--- src/rtl/wdt_pkg.sv ---
package wdt_pkg;
  localparam int DW = 8;
  localparam int AW = 2;

  typedef enum logic [AW-1:0] {
    A_MODE  = 2'd0,
    A_COUNT = 2'd1,
    A_EVENT = 2'd2,
    A_SPARE = 2'd3
  } wdt_addr_e;

  // mode register bit positions
  localparam int MB_KBRST  = 1;
  localparam int MB_EXTRST = 2;
  localparam int MB_MINUTE = 3;
  localparam int MB_FAST   = 4;
  localparam logic [DW-1:0] MODE_MASK = 8'h1E;

  // event register bit positions
  localparam int EB_MOUSE = 7;
  localparam int EB_KBD   = 6;
  localparam int EB_FLAG  = 0;
endpackage

--- src/rtl/wdt_edge_det.sv ---
module wdt_edge_det #(
  parameter int W = 3
) (
  input  logic         clk,
  input  logic         rst_n,
  input  logic [W-1:0] sig,
  output logic [W-1:0] rise
);
  logic [W-1:0] prev_q;

  always_ff @(posedge clk or negedge rst_n) begin
    if (!rst_n) prev_q <= '0;
    else        prev_q <= sig;
  end

  for (genvar i = 0; i < W; i++) begin : g_rise
    assign rise[i] = sig[i] & ~prev_q[i];
  end
endmodule

--- src/rtl/wdt_prescaler.sv ---
module wdt_prescaler #(
  parameter int CLK_HZ = 2000
) (
  input  logic clk,
  input  logic rst_n,
  input  logic run,
  input  logic restart,
  input  logic minute,
  input  logic fast,
  output logic tick
);
  localparam int P_SEC  = CLK_HZ;
  localparam int P_MIN  = 60 * CLK_HZ;
  localparam int P_FSEC = (CLK_HZ / 1000 < 1) ? 1 : CLK_HZ / 1000;
  localparam int P_FMIN = (60 * CLK_HZ / 1000 < 1) ? 1 : 60 * CLK_HZ / 1000;
  localparam int PW     = $clog2(P_MIN + 1);

  logic [PW-1:0] presc_q;
  logic [PW-1:0] period;

  always_comb begin
    unique case ({minute, fast})
      2'b00:   period = PW'(P_SEC);
      2'b01:   period = PW'(P_FSEC);
      2'b10:   period = PW'(P_MIN);
      default: period = PW'(P_FMIN);
    endcase
  end

  assign tick = run && !restart && (presc_q >= period - 1'b1);

  always_ff @(posedge clk or negedge rst_n) begin
    if (!rst_n)                presc_q <= '0;
    else if (restart || !run)  presc_q <= '0;
    else if (tick)             presc_q <= '0;
    else                       presc_q <= presc_q + 1'b1;
  end


  presc_bound_chk: assert property (@(posedge clk) disable iff (!rst_n)
    (run && !restart && presc_q < period) |=> (presc_q <= period));
endmodule

--- src/rtl/wdt_countdown.sv ---
module wdt_countdown #(
  parameter int CW = 8
) (
  input  logic          clk,
  input  logic          rst_n,
  input  logic          load,
  input  logic [CW-1:0] load_val,
  input  logic          reload,
  input  logic          force_to,
  input  logic          tick,
  output logic [CW-1:0] cnt,
  output logic          restart,
  output logic          expire
);
  logic [CW-1:0] cnt_q;
  logic [CW-1:0] rval_q;
  logic          reload_ok;

  assign reload_ok = reload && (rval_q != '0);
  assign restart   = load || force_to || reload_ok;

  always_comb begin
    if (load)           expire = 1'b0;
    else if (force_to)  expire = 1'b1;
    else if (reload_ok) expire = 1'b0;
    else                expire = tick && (cnt_q == CW'(1));
  end

  always_ff @(posedge clk or negedge rst_n) begin
    if (!rst_n) begin
      cnt_q  <= '0;
      rval_q <= '0;
    end else if (load) begin
      cnt_q <= load_val;
      if (load_val != '0) rval_q <= load_val;
    end else if (force_to) begin
      cnt_q <= '0;
    end else if (reload_ok) begin
      cnt_q <= rval_q;
    end else if (tick && cnt_q != '0) begin
      cnt_q <= cnt_q - 1'b1;
    end
  end

  assign cnt = cnt_q;


  cnt_step_chk: assert property (@(posedge clk) disable iff (!rst_n)
    (!load && !force_to && !reload_ok) |=>
      (cnt_q == $past(cnt_q) || cnt_q == CW'($past(cnt_q) - 1'b1)));


  cnt_idle_chk: assert property (@(posedge clk) disable iff (!rst_n)
    (cnt_q == '0 && !load && !reload_ok) |=> (cnt_q == '0));
endmodule

--- src/rtl/wdt_pulse.sv ---
module wdt_pulse #(
  parameter int PULSE_CYC = 16
) (
  input  logic clk,
  input  logic rst_n,
  input  logic start,
  output logic pulse_n
);
  localparam int PCW = $clog2(PULSE_CYC + 1);

  logic [PCW-1:0] pcnt_q;

  always_ff @(posedge clk or negedge rst_n) begin
    if (!rst_n)              pcnt_q <= '0;
    else if (start)          pcnt_q <= PCW'(PULSE_CYC);
    else if (pcnt_q != '0)   pcnt_q <= pcnt_q - 1'b1;
  end

  assign pulse_n = (pcnt_q == '0);
endmodule

--- src/rtl/wdt_core.sv ---
module wdt_core
  import wdt_pkg::*;
#(
  parameter int CLK_HZ    = 2000,
  parameter int PULSE_CYC = 16
) (
  input  logic          clk,
  input  logic          rst_n,
  input  logic          host_wr,
  input  logic [AW-1:0] host_addr,
  input  logic [DW-1:0] host_wdata,
  output logic [DW-1:0] host_rdata,
  input  logic          kbd_irq,
  input  logic          mouse_irq,
  input  logic          ext_rst_in,
  output logic          wdto_n,
  output logic          kbrst_n
);
  logic [DW-1:0] mode_q;
  logic          mouse_en_q, kbd_en_q, flag_q, wdto_q;
  logic          wr_mode, wr_cnt, wr_evt;
  logic [2:0]    rise;
  logic          reload, force_to, tick, restart, expire;
  logic [DW-1:0] cnt;

  assign wr_mode = host_wr && (host_addr == A_MODE);
  assign wr_cnt  = host_wr && (host_addr == A_COUNT);
  assign wr_evt  = host_wr && (host_addr == A_EVENT);

  wdt_edge_det #(.W(3)) edge_i (
    .clk  (clk),
    .rst_n(rst_n),
    .sig  ({ext_rst_in, mouse_irq, kbd_irq}),
    .rise (rise)
  );

  assign reload   = (rise[1] && mouse_en_q) || (rise[0] && kbd_en_q);
  assign force_to = rise[2] && mode_q[MB_EXTRST];

  wdt_prescaler #(.CLK_HZ(CLK_HZ)) presc_i (
    .clk    (clk),
    .rst_n  (rst_n),
    .run    (cnt != '0),
    .restart(restart),
    .minute (mode_q[MB_MINUTE]),
    .fast   (mode_q[MB_FAST]),
    .tick   (tick)
  );

  wdt_countdown #(.CW(DW)) cd_i (
    .clk     (clk),
    .rst_n   (rst_n),
    .load    (wr_cnt),
    .load_val(host_wdata),
    .reload  (reload),
    .force_to(force_to),
    .tick    (tick),
    .cnt     (cnt),
    .restart (restart),
    .expire  (expire)
  );

  wdt_pulse #(.PULSE_CYC(PULSE_CYC)) pulse_i (
    .clk    (clk),
    .rst_n  (rst_n),
    .start  (expire && mode_q[MB_KBRST]),
    .pulse_n(kbrst_n)
  );

  always_ff @(posedge clk or negedge rst_n) begin
    if (!rst_n) begin
      mode_q     <= '0;
      mouse_en_q <= 1'b0;
      kbd_en_q   <= 1'b0;
      flag_q     <= 1'b0;
      wdto_q     <= 1'b1;
    end else begin
      if (wr_mode) mode_q <= host_wdata & MODE_MASK;
      if (wr_evt) begin
        mouse_en_q <= host_wdata[EB_MOUSE];
        kbd_en_q   <= host_wdata[EB_KBD];
      end
      if (expire)                            flag_q <= 1'b1;
      else if (wr_evt && host_wdata[EB_FLAG]) flag_q <= 1'b0;
      if (wr_cnt)      wdto_q <= 1'b1;
      else if (expire) wdto_q <= 1'b0;
    end
  end

  assign wdto_n = wdto_q;

  always_comb begin
    unique case (host_addr)
      A_MODE:  host_rdata = mode_q;
      A_COUNT: host_rdata = cnt;
      A_EVENT: host_rdata = {mouse_en_q, kbd_en_q, 5'b0, flag_q};
      default: host_rdata = '0;
    endcase
  end


  flag_on_fall_chk: assert property (@(posedge clk) disable iff (!rst_n)
    $fell(wdto_n) |-> flag_q);


  release_by_write_chk: assert property (@(posedge clk) disable iff (!rst_n)
    $rose(wdto_n) |-> $past(host_wr && host_addr == A_COUNT));


  kbrst_with_to_chk: assert property (@(posedge clk) disable iff (!rst_n)
    $fell(kbrst_n) |-> !wdto_n);
endmodule

--- config.mk ---
export PLATFORM = sky130hd
export DESIGN_NAME = wdt_core
export DESIGN_NICKNAME = d
export VERILOG_FILES = /design/src/rtl/wdt_pkg.sv /design/src/rtl/wdt_edge_det.sv /design/src/rtl/wdt_prescaler.sv /design/src/rtl/wdt_countdown.sv /design/src/rtl/wdt_pulse.sv /design/src/rtl/wdt_core.sv
export SDC_FILE = /design/constraint.sdc
export NUM_CORES = 1
export LEC_CHECK = 0
export BUFFER_PORTS_ARGS = -buffer_cell sky130_fd_sc_hd__buf_2
export CAP_MARGIN = 20
export CORE_ASPECT_RATIO = 1.1
export CORE_MARGIN = 2
export CORE_UTILIZATION = 30
export CTS_CLUSTER_DIAMETER = 100
export DETAILED_ROUTE_END_ITERATION = 8
export HOLD_SLACK_MARGIN = 0.02
export SYNTH_ARGS = -nofsm -noshare
export SYNTH_HDL_FRONTEND = slang
export SYNTH_HIERARCHICAL = 1
export SYNTH_SLANG_ARGS = --single-unit
--- constraint.sdc ---
create_clock -name clk -period 3.8 [get_ports clk]
set_input_delay 1.14 -clock clk [delete_from_list [all_inputs] [get_ports clk]]
set_output_delay 1.14 -clock clk [all_outputs]
set_load 0.03 [all_outputs]
==> summary.txt <==
Logic synthesis
  – Post-synth top flop: dfrtp_1
  – Seq cells post-synth: 49
  – Post-Syn Area: 3160 µm²
  – Cells after Synth: 319
  – Post-synth EDFFs: 0
  – Synth warnings: 6
  – Asr flop ratio synth: 100%
  – Sequential fraction of the synthesis area: 38.8%
  – Synth unique cells: 67
  – Syn Area/Cell: 9.92 µm²

Critical path
  – CP cell instances: buf_2 -> nor2b_2 -> and2_1 -> buf_2
  – Crit-path most repeated cell: buf_2
  – R2r setup slk: 0.61 ns
  – Startpoint types: primary input
  – Worst setup startpoint: host_addr[0]
  – Worst-path fanout max: 8
  – Cell family with most CP delay: simple AND/OR/NAND/NOR gates
  – Setup crit end kind: primary output
  – WP buf/inv: 2
  – CP required: 2.66 ns
  – Crit path largest cell delay: 0.30 ns
  – Crit-path slowest cell: nor2b_2
  – RR Startpoint: mode_q[4]$_DFFE_PN0P_
  – Crit path DAT: 2.10 ns
  – CP Class: primary input to primary output

GRT
  – GRT Total Usage: 13.5%
  – Initial antenna violation count: 0
  – Vias in the first global route: 2477
  – Pin count of the biggest net entering global routing: 50
  – First-pass GRT wire length: 12300 µm
  – GR Overflow Total: 0

Clock tree
  – Htree depth: 2
  – Reg clk slew, reported paths: 0.06 ns
  – CTS buffer count: 5
  – PostCTS Resize Cnt: 0
  – Clk Tree Root Cell: clkbuf_16
  – CTS Hold Bufs: 0
  – Post CTS Setup Buffer Count: 0
  – Clock sinks: 49
  – Later-pin clock latency in the skew report: 0.29 ns
  – Maximum clock path buffer count: 2
  – CTS tree: yes

STA
  – Maximum clock rate: 308 MHz
  – Final Cycle Share: 85.3%
  – Transition time of the tightest slew-check pin: 0.597 ns
  – Fin crit period: 3.24 ns
  – Worst-case headroom to the max-slew limit: 60.1%
  – Final Hold Fails: 0
  – Slew Limit Fails: 0
  – Final Setup Violations: 0
  – RSZ-0062 raised after global routing: false
  – Layout Skew: 0.00911 ns
  – Setup TNS: 0 ns

Placement
  – Buffers on Ports: 25
  – Final HPWL DP: 5340 µm
  – Gpl congestion: 0.834

Cells and area
  – Diode count: 0
  – # nets final: 391
  – Synthesis-to-layout area growth: 15.1%
  – Layout cells sized above 1: 18.1%
  – Utilization after layout: 35.2%

Routing
  – DRT antenna net count: 0
  – Starting DRC count in detailed routing: 76
  – Vias post-DR: 2403
  – Pre-Repair DR Iteration Count: 4
  – Post-Route WL: 6960 µm
  – Wirelength per Cell: 14.1 µm
  – DRC Markers: 0
  – Vias per cell: 4.88

Die
  – Die ar.: 11400 µm²
  – Boundary Pins: 26
  – Row count: 39
  – Initial Util: 30.6%
  – Core Region: 10300 µm²
  – Die W: 102 µm
  – Chip height: 112 µm

Run
  – Max-Cap Viols: 0

Status
  – Run status: finished, final reports clean

Pwr
  – Power Dens Cells: 491 nW/µm²
  – Leak: 1.73 nW
  – Worst VDD drop: 0.211 mV

Worst hold path
  – Tightest Hold Check Type: flip-flop to flip-flop
  – HP Start: cd_i/rval_q[0]$_DFFE_PN0P_
==> flip-flops by register name, indices dropped and copies added (netlist names), 3 cells and up <==
register         count
cd_i/cnt             8
presc_i/presc_q     17
pulse_i/pcnt_q       5
mode_q               4
cd_i/rval_q          8
edge_i/prev_q        3
==> cell usage in the layout (no fill, tap or decap), types with 5 or more instances in the layout <==
cell type and instances:
clkbuf_16 5, nand2_1 30, dfrtp_1 48, a22o_1 10, a21oi_1 12, xnor2_1 12, nor2_1 37, and2_1 5
mux2i_1 7, buf_2 25, xor2_1 6, inv_1 14, o21ai_0 5, nand3_1 9, ha_1 27
==> layer usage <==
layer	routed length (µm)	vias up	GRT usage, %
li1	-	1198	-
met1	3190	1143	17.7
met2	3380	48	22.1
met3	205	14	2.45
met4	181	0	4.98
met5	0	-	0
==> cells in the mapped netlist (all sizes together), types with 2 or more instances <==
library cell	count	area, µm²
a41o	3	30.0
a31oi	2	12.5
or2	4	25.0
buf	7	46.3
xor2	6	52.6
mux2	7	86.3
o21a	3	22.5
inv	14	52.6
or3	2	12.5
a22o	10	87.6
nor2b	5	56.3
o21bai	2	18.8
nand4	6	50.0
or4	6	52.6
nor4	3	18.8
nor3	6	46.3
dfrtp	48	1200
xnor2	12	105
nand3	11	65.1
nand2b	2	12.5
and2	5	31.3
o21ai	8	43.8
nand3b	2	18.8
a32oi	2	17.5
mux2i	7	70.1
and3	2	12.5
ha	27	338
nand2	30	113
a22oi	3	22.5
clkbuf	2	7.51
a21o	2	15.0
a32o	4	40.0
nor2	38	145
a21oi	12	60.1
nor3b	2	26.3
==> final cells by class <==
class / instances / area [µm²]
repair buffers: 30 / 175
flip-flops and latches: 49 / 1230
inverters: 14 / 52.6
fillers: 1079 / 6710
clock inverters: 1 / 30.0
clock buffers: 7 / 143
well taps: 143 / 179
multi-input cells: 248 / 1830
==> through the flow <==
stage	power (W)	instances	cell area [µm²]	setup WS (ns)	hold slack [ns]
global placement	0.00126	483	3450	0.578	0.478
global route	0.00192	492	3640	0.345	0.530
detailed placement	0.00128	483	3450	0.555	0.484
finish	0.00179	492	3640	0.558	0.494
floorplan	0.00113	320	3170	0.112	0.455
CTS	0.00181	491	3620	0.541	0.500
==> final timing paths <==
kind,to,cells past startpoint
max in group asynchronous,cd_i/rval_q[2]$_DFFE_PN0P_,2
min in group asynchronous,presc_i/presc_q[13]$_DFF_PN0_,1
min reg2reg,cd_i/rval_q[0]$_DFFE_PN0P_,2
min,cd_i/rval_q[0]$_DFFE_PN0P_,2
max,host_rdata[5],4
max reg2reg,cd_i/cnt[2]$_DFFE_PN0P_,13
==> tightest hold or removal path, delay by kind of cell (launching register included) <==
family           cells  cell delay [ns]
DFF                  1             0.35
and+or+nand+nor      2             0.11
==> cell families (layout without fill, tap and decap cells) <==
group,count (synthesis),in the layout,synth area share (%)
compound gates,59,59,14.2
simple gates,128,128,22.9
xor+xnor,18,18,4.98
flops,49,49,38.8
buf+inv,23,52,3.36
mux,14,14,4.94
fa+ha+maj,27,27,10.7
other cells,1,2,0.119
==> where the power goes <==
part / leakage [nW] / total [W] / internal (W) / switching (W)
Combinational: 1.02 / 0.000529 / 0.000243 / 0.000286
Sequential: 0.624 / 0.000741 / 0.000621 / 0.000121
Clock: 0.0841 / 0.000516 / 0.000329 / 0.000187
Power figures use the tool's default switching activity.
